==> src/rtl/err_sig_aggr_pkg.sv <==
package err_sig_aggr_pkg;
  localparam int unsigned NUM_GROUPS = 3;
  localparam int unsigned GRP_LO  = 0;
  localparam int unsigned GRP_HI  = 1;
  localparam int unsigned GRP_TOP = 2;

  localparam int unsigned ADDR_EN_LO   = 0;
  localparam int unsigned ADDR_ST_LO   = 1;
  localparam int unsigned ADDR_ST_HI   = 2;
  localparam int unsigned ADDR_ST_TOP  = 3;
  localparam int unsigned ADDR_PEND_LO = 4;
endpackage

==> src/rtl/esa_rst_sync.sv <==
module esa_rst_sync #(
  parameter int unsigned STAGES = 2
) (
  input  logic clk_i,
  input  logic rst_ni,
  output logic rst_sync_no
);
  logic [STAGES-1:0] sync_q;
  logic [STAGES-1:0] sync_d;

  always_comb begin
    sync_d = {sync_q[STAGES-2:0], 1'b1};
  end

  always_ff @(posedge clk_i or negedge rst_ni) begin
    if (!rst_ni) sync_q <= '0;
    else         sync_q <= sync_d;
  end

  assign rst_sync_no = sync_q[STAGES-1];
endmodule

==> src/rtl/esa_capture.sv <==
module esa_capture #(
  parameter int unsigned W = 32
) (
  input  logic         clk_i,
  input  logic         rst_ni,
  input  logic [W-1:0] err_i,
  output logic [W-1:0] cap_o
);
  logic [W-1:0] cap_q;
  logic         cap_en;

  // Only toggle the register when something is or was present.
  assign cap_en = (|err_i) | (|cap_q);

  always_ff @(posedge clk_i or negedge rst_ni) begin
    if (!rst_ni)     cap_q <= '0;
    else if (cap_en) cap_q <= err_i;
  end

  assign cap_o = cap_q;
endmodule

==> src/rtl/esa_status_bank.sv <==
module esa_status_bank #(
  parameter int unsigned W = 32
) (
  input  logic         clk_i,
  input  logic         rst_ni,
  input  logic [W-1:0] cap_i,
  input  logic         clr_en_i,
  input  logic [W-1:0] clr_mask_i,
  output logic [W-1:0] status_o
);
  logic [W-1:0] st_q;
  logic [W-1:0] st_d;
  logic [W-1:0] clr_eff;
  logic         st_en;

  always_comb begin
    clr_eff = clr_en_i ? clr_mask_i : '0;
    // A captured event in the same cycle outranks the clear.
    st_d    = (st_q & ~clr_eff) | cap_i;
    st_en   = clr_en_i | (|cap_i);
  end

  always_ff @(posedge clk_i or negedge rst_ni) begin
    if (!rst_ni)    st_q <= '0;
    else if (st_en) st_q <= st_d;
  end

  assign status_o = st_q;
endmodule

==> src/rtl/esa_regif.sv <==
module esa_regif
  import err_sig_aggr_pkg::*;
#(
  parameter int unsigned NUM_CH = 32,
  parameter int unsigned ADDR_W = 3
) (
  input  logic                  clk_i,
  input  logic                  rst_ni,
  input  logic                  bus_rd_i,
  input  logic                  bus_wr_i,
  input  logic [ADDR_W-1:0]     bus_addr_i,
  input  logic [NUM_CH-1:0]     bus_wdata_i,
  input  logic [NUM_CH-1:0]     st_lo_i,
  input  logic [NUM_CH-1:0]     st_hi_i,
  input  logic [NUM_CH-1:0]     st_top_i,
  input  logic [NUM_CH-1:0]     pend_lo_i,
  output logic [NUM_CH-1:0]     en_lo_o,
  output logic [NUM_GROUPS-1:0] clr_o,
  output logic [NUM_CH-1:0]     rdata_o
);
  logic [NUM_CH-1:0] en_q, en_d;
  logic              en_we;
  logic [NUM_CH-1:0] rd_mux;
  logic [NUM_CH-1:0] rdata_q;
  logic              hit_en, hit_lo, hit_hi, hit_top;

  always_comb begin
    hit_en  = (bus_addr_i == ADDR_W'(ADDR_EN_LO));
    hit_lo  = (bus_addr_i == ADDR_W'(ADDR_ST_LO));
    hit_hi  = (bus_addr_i == ADDR_W'(ADDR_ST_HI));
    hit_top = (bus_addr_i == ADDR_W'(ADDR_ST_TOP));

    en_we = bus_wr_i & hit_en;
    en_d  = bus_wdata_i;

    clr_o          = '0;
    clr_o[GRP_LO]  = bus_wr_i & hit_lo;
    clr_o[GRP_HI]  = bus_wr_i & hit_hi;
    clr_o[GRP_TOP] = bus_wr_i & hit_top;

    case (bus_addr_i)
      ADDR_W'(ADDR_EN_LO):   rd_mux = en_q;
      ADDR_W'(ADDR_ST_LO):   rd_mux = st_lo_i;
      ADDR_W'(ADDR_ST_HI):   rd_mux = st_hi_i;
      ADDR_W'(ADDR_ST_TOP):  rd_mux = st_top_i;
      ADDR_W'(ADDR_PEND_LO): rd_mux = pend_lo_i;
      default:               rd_mux = '0;
    endcase
  end

  always_ff @(posedge clk_i or negedge rst_ni) begin
    if (!rst_ni)    en_q <= '0;
    else if (en_we) en_q <= en_d;
  end

  always_ff @(posedge clk_i or negedge rst_ni) begin
    if (!rst_ni)       rdata_q <= '0;
    else if (bus_rd_i) rdata_q <= rd_mux;
  end

  assign en_lo_o = en_q;
  assign rdata_o = rdata_q;
endmodule

==> src/rtl/err_sig_aggr.sv <==
module err_sig_aggr
  import err_sig_aggr_pkg::*;
#(
  parameter int unsigned NUM_CH = 32,
  parameter int unsigned ADDR_W = 3,
  parameter int unsigned SYNC_STAGES = 2
) (
  input  logic              clk_i,
  input  logic              rst_ni,
  input  logic [NUM_CH-1:0] err_g1_i,
  input  logic [NUM_CH-1:0] err_g2_i,
  input  logic [NUM_CH-1:0] err_g3_i,
  input  logic              bus_rd_i,
  input  logic              bus_wr_i,
  input  logic [ADDR_W-1:0] bus_addr_i,
  input  logic [NUM_CH-1:0] bus_wdata_i,
  output logic [NUM_CH-1:0] bus_rdata_o,
  output logic              irq_lo_o,
  output logic              irq_hi_o
);
  logic rst_n;
  logic [NUM_GROUPS-1:0][NUM_CH-1:0] err_in;
  logic [NUM_GROUPS-1:0][NUM_CH-1:0] cap;
  logic [NUM_GROUPS-1:0][NUM_CH-1:0] status;
  logic [NUM_GROUPS-1:0]             clr;
  logic [NUM_CH-1:0]                 en_lo;
  logic [NUM_CH-1:0]                 pend_lo;

  esa_rst_sync #(.STAGES(SYNC_STAGES)) u_rst_sync (
    .clk_i       (clk_i),
    .rst_ni      (rst_ni),
    .rst_sync_no (rst_n)
  );

  assign err_in[GRP_LO]  = err_g1_i;
  assign err_in[GRP_HI]  = err_g2_i;
  assign err_in[GRP_TOP] = err_g3_i;

  for (genvar g = 0; g < NUM_GROUPS; g++) begin : g_grp
    esa_capture #(.W(NUM_CH)) u_cap (
      .clk_i  (clk_i),
      .rst_ni (rst_n),
      .err_i  (err_in[g]),
      .cap_o  (cap[g])
    );
    esa_status_bank #(.W(NUM_CH)) u_bank (
      .clk_i      (clk_i),
      .rst_ni     (rst_n),
      .cap_i      (cap[g]),
      .clr_en_i   (clr[g]),
      .clr_mask_i (bus_wdata_i),
      .status_o   (status[g])
    );
  end

  assign pend_lo = status[GRP_LO] & en_lo;

  esa_regif #(.NUM_CH(NUM_CH), .ADDR_W(ADDR_W)) u_regif (
    .clk_i       (clk_i),
    .rst_ni      (rst_n),
    .bus_rd_i    (bus_rd_i),
    .bus_wr_i    (bus_wr_i),
    .bus_addr_i  (bus_addr_i),
    .bus_wdata_i (bus_wdata_i),
    .st_lo_i     (status[GRP_LO]),
    .st_hi_i     (status[GRP_HI]),
    .st_top_i    (status[GRP_TOP]),
    .pend_lo_i   (pend_lo),
    .en_lo_o     (en_lo),
    .clr_o       (clr),
    .rdata_o     (bus_rdata_o)
  );

  // Top-severity status is deliberately left out of both requests.
  assign irq_lo_o = |pend_lo;
  assign irq_hi_o = |status[GRP_HI];
endmodule

==> config.mk <==
export PLATFORM = sky130hd
export DESIGN_NAME = err_sig_aggr
export DESIGN_NICKNAME = d
export VERILOG_FILES = /design/src/rtl/err_sig_aggr_pkg.sv /design/src/rtl/esa_rst_sync.sv /design/src/rtl/esa_capture.sv /design/src/rtl/esa_status_bank.sv /design/src/rtl/esa_regif.sv /design/src/rtl/err_sig_aggr.sv
export SDC_FILE = /design/constraint.sdc
export NUM_CORES = 1
export LEC_CHECK = 0
export BUFFER_PORTS_ARGS = -buffer_cell sky130_fd_sc_hd__buf_2
export CAP_MARGIN = 20
export CELL_PAD_IN_SITES_DETAIL_PLACEMENT = 0
export CELL_PAD_IN_SITES_GLOBAL_PLACEMENT = 1
export CORE_UTILIZATION = 30
export DETAILED_ROUTE_END_ITERATION = 8
export PLACE_DENSITY = 0.68
export SYNTH_ARGS = -nofsm -noshare
export SYNTH_HDL_FRONTEND = slang
export SYNTH_HIERARCHICAL = 1
export SYNTH_SLANG_ARGS = --single-unit
==> constraint.sdc <==
create_clock -name clk_i -period 11.85 [get_ports clk_i]
set_input_delay 0.5925 -clock clk_i [delete_from_list [all_inputs] [get_ports clk_i]]
set_output_delay 0.5925 -clock clk_i [all_outputs]
set_load 0.01 [all_outputs]
* After elaboration in Yosys (flattened, before gate mapping)
Index checks and enable logic that the tools add are counted.
Word-level totals: output and inout port bits 34, register bits after elaboration 258
Operators by class: reduce and logical (&&, ||, !) cells 9, bitwise gates (word level) 20, muxes and demuxes 4, equal/unequal tests 4
Operators with widths (number):
- $reduce_or 32->1 | 8
- $pmux 32 s5 | 1
- $and 32x32->32 | 4
- $mux 32 | 3
- $not 32->32 | 3
- $or 32x32->32 | 3
- $eq 3x2->1 const B | 2
- $or 1x1->1 | 6
- $and 1x1->1 | 4
- $eq 3x1->1 const B | 1
- $eq 3x3->1 const B | 1
- $logic_not 3->1 | 1

* Longest topological paths before layout
depth in word-level cells 6, depth in mapped cells 8

* Hierarchy
Netlist, hierarchy kept.
By module, submodules not included:
- esa_status_bank | instances 3, area an instance 1194.9 µm², cells an instance 99, seq. area each 800.8 µm²
- esa_regif | instances 1, area an instance 3544.6 µm², cells an instance 332, seq. area each 1601.5 µm²
- esa_capture | instances 3, area an instance 920.9 µm², cells an instance 64, seq. area each 800.8 µm²
- err_sig_aggr | instances 1, area an instance 366.6 µm², cells an instance 56, seq. area each 0.0 µm²
- esa_rst_sync | instances 1, area an instance 53.8 µm², cells an instance 3, seq. area each 50.0 µm²

* Worst setup path before layout
OpenSTA, ideal clock, no wires.
path type register to output, start point reg g_grp[0].u_bank.st_q[27], end point out irq_lo_o, data arrival time 1.988 ns, buffers on the path 0, setup slack 9.270 ns, cell stages (with the launch flop) 5, cells stage by stage dfrtp_1 -> and2_4 -> or4_1 -> or4_1 -> or4_1
Between the ends: word-level cells in the longest chain between the ends 2
Ends and longest elaborated chain:
- start, declared | line esa_status_bank.sv:11 | logic [W-1:0] st_q;
- start signal, assigned | line esa_status_bank.sv:25 | else if (st_en) st_q <= st_d;
- $and 32x32->32 | line err_sig_aggr.sv:56 | assign pend_lo = status[GRP_LO] & en_lo;
- via pend_lo[27] | line err_sig_aggr.sv:27 | logic [NUM_CH-1:0] pend_lo;
- $reduce_or 32->1 | line err_sig_aggr.sv:75 | assign irq_lo_o = |pend_lo;
- end, declared | line err_sig_aggr.sv:18 | output logic irq_lo_o,
The timed path passes the listed nets, and every way through them passes these cells.

* Worst setup path after layout
start point reg g_grp[0].u_bank.st_q[24], end point out irq_lo_o
The elaborated chain is that of the path after synthesis.

==> out/metrics.cfg <==
[cells_and_area]
mostFrequentLayoutCells = dfrtp_1 (257), buf_2 (168), nand2_1 (130)
drive_gt1_share_pct = 27.4
area_growth_pct = 17.3
layout.cells.non_filler = 1416
design_area_mm2 = 0.0121
final_common_cell = dfrtp_1
antenna_cells = 0
n_fill_cell = 3377
final_nets = 1086

[floorplan]
initial_utilization_pct = 30.6
num_rows = 67
die_w_um = 187
die-area_mm2 = 0.0351
core-area_mm2 = 0.0337
die_y_um = 187
io_pins = 169

[placed_design]
io_buffers = 168
dpl-instance-area_mm2 = 0.0112
dp.cells = 1368
pre_cts_ws_ns = 8.88
hpwl_um = 16500
finalWeightedCongestion = 0.733

[timing]
finalCriticalPeriod_ns = 3.46
fin_ws_ns = 8.39
fin_skew_ns = 0.00844
finalMaxSlewViolations = 0
holdWs_ns = 0.159
worst_pin_slew_ns = 1.08
fmax_mhz = 289
tns_ns = 0
slew_headroom_pct = 28.0
finalHoldViolCount = 0
finalCritPeriodShare_pct = 29.2
grt_setup_unrepaired = false
final-setup-viol-count = 0

[yosys]
syn-cell-area_mm2 = 0.0103
syn-num-nets = 1015
yosys_register_bits = 258
synthDistinctLibCells = 31
ys_warn_count = 6
synth.avg_cell_area_um2 = 11.7
seq_area_frac_synth_pct = 62.6
synthCells = 880

[global_routing]
grt_pass1_vias = 6841
grt_pass1_wl_um = 40200
overflow = 0
grt_use_total_pct = 14.8
grt_max_degree = 76
grt_antenna_before_repair = 1

[setup_path]
arrival_ns = 2.87
required_ns = 11.26
path_max_fanout = 3
startpoint_type = register
cp-end-kind = output port
critical_path_class = register to output port
reg2reg_from = u_rst_sync/sync_q[1]$_DFF_PN0_
cp-startpoint = g_grp[0].u_bank/status_o[24]$_DFFE_PN0P_

[cts]
cts_resized = 0
path_clk_slew_ns = 0.06
clock_path_buffers = 3
cts_buffers = 28
cts_sinks = 258
cts_root_buffer = clkbuf_16
cts_max_level = 1
insertion_delay_ns = 0.54
cts_tree = done

[flow_run]
maxCapViolCount = 0

[hold_path]
hp-class = input pin to register
hp-start = err_g1_i[27]

[drt]
drt_iter0_drc = 287
ant_nets = 0
wirelength_um = 25500
vias_per_cell = 4.60
drc_errors = 0
wl_per_cell_um = 18.0
dr.pass1.iters = 5
num_vias = 6517

[power]
p_sw_w = 0.000481
p_seq_share_pct = 48.3
pwr-share-clk_pct = 42.2
p_int_w = 0.00155
p_comb_share_pct = 9.5
p_leak_nw = 4.94
pwr_density_cell_mw_per_mm2 = 168
max-vdd-ir-drop_mv = 0.105
swShare_pct = 23.7

[status]
outcome = finished clean

==> final timing paths <==
kind                                                              to  slack [ns]  depth (start not counted)
worst max-delay path                                        irq_lo_o        8.39                          5
worst min-delay path            g_grp[0].u_cap/cap_o[27]$_DFFE_PN0P_        0.16                          1
worst max register to register  g_grp[1].u_cap/cap_o[16]$_DFFE_PN0P_       10.06                          1
worst min register to register        u_regif/en_lo_o[2]$_DFFE_PN0P_        0.34                          0
max in group asynchronous       g_grp[1].u_cap/cap_o[16]$_DFFE_PN0P_       10.06                          1
min in group asynchronous             u_regif/en_lo_o[2]$_DFFE_PN0P_        0.34                          0
==> power groups by stage <==
| stage | sequential [W] | clock (W) | combinational (W) |
|---|---|---|---|
| detailed placement | 0.000999 | 0 | 0.000198 |
| CTS | 0.000983 | 0.000891 | 0.000199 |
| global route | 0.000991 | 0.000923 | 0.000216 |
| global placement | 0.000998 | 0 | 0.000195 |
| finish | 0.000982 | 0.000858 | 0.000193 |
| floorplan | 0.00100 | 0 | 0.000116 |
==> per-stage QoR <==
| stage | util (%) | power (W) |
|---|---|---|
| 2_1_floorplan | - | 0.00112 |
| 3_3_place_gp | 33.2 | 0.00119 |
| 3_5_place_dp | 33.2 | 0.00120 |
| 4_1_cts | 35.9 | 0.00207 |
| 5_1_grt | 35.9 | 0.00213 |
| 6_report | 35.9 | 0.00203 |
==> cells in the mapped netlist (all sizes together) <==
cell    number  area (um^2)
nor4         8         50.1
buf         31          238
or2          5         31.3
clkbuf     105          394
nor3         1         10.0
o21a         2         15.0
nand3        1         5.00
and3         1         6.26
inv          1         3.75
nand2b       1         6.26
nand4        2         12.5
dfrtp      258         6460
a22oi       31          233
mux2i       32          320
a21o        96          721
and2        32          205
mux2        32          360
nor3b        1         18.8
nand2      130          488
o211ai      31          233
conb         1         3.75
o221ai       1         8.76
o22a        32          280
or4          9         67.6
nor2        33          124
nor2b        3         21.3
==> cells by family after synthesis <==
logic type	after synthesis	share of synthesized area, %
AO/OA/AOI/OAI	193	14.5
buffers and inverters	137	6.16
flip-flops	258	62.6
other	1	0.0364
multiplexers	64	6.60
AND/OR/NAND/NOR	227	10.1
==> cell type report <==
cell class                      instances  area, um^2  share of cell area (%)
Inverter                                1        3.75                  0.0310
Tap cell                              448         561                    4.63
Multi-Input combinational cell        485        3260                    26.9
Clock inverter                          7        88.8                   0.734
Clock buffer                           40         817                    6.75
Sequential cell                       258        6460                    53.4
Timing Repair Buffer                  177         911                    7.53
==> repair_timing <==
item,CTS,global route
endpoints found under the hold margin,2,0
hold buffers,1,0
buffers inserted,0,0
==> critical path, cell delays in order (launching register included) <==
cell and delay, ns:
dfrtp_1 0.39, and2_1 0.18, or4_1 0.50, or4_1 0.59, or4_1 0.49, buf_2 0.17
==> per-layer routing <==
metal	up-vias	track usage (%)	share of wire, %
met2	159	23.9	47
met3	39	2.93	5.2
li1	3097	-	-
met1	3222	20.5	46
met4	0	3.60	2.2
met5	-	0	0
==> registers in the layout (all words and copies together) (netlist names) <==
name / count
u_rst_sync/sync_q: 2
u_regif/rdata_o: 32
g_grp.u_cap/cap_o: 96
u_regif/en_lo_o: 32
g_grp.u_bank/status_o: 96
Note: power is estimated with default switching activity, not from simulation.
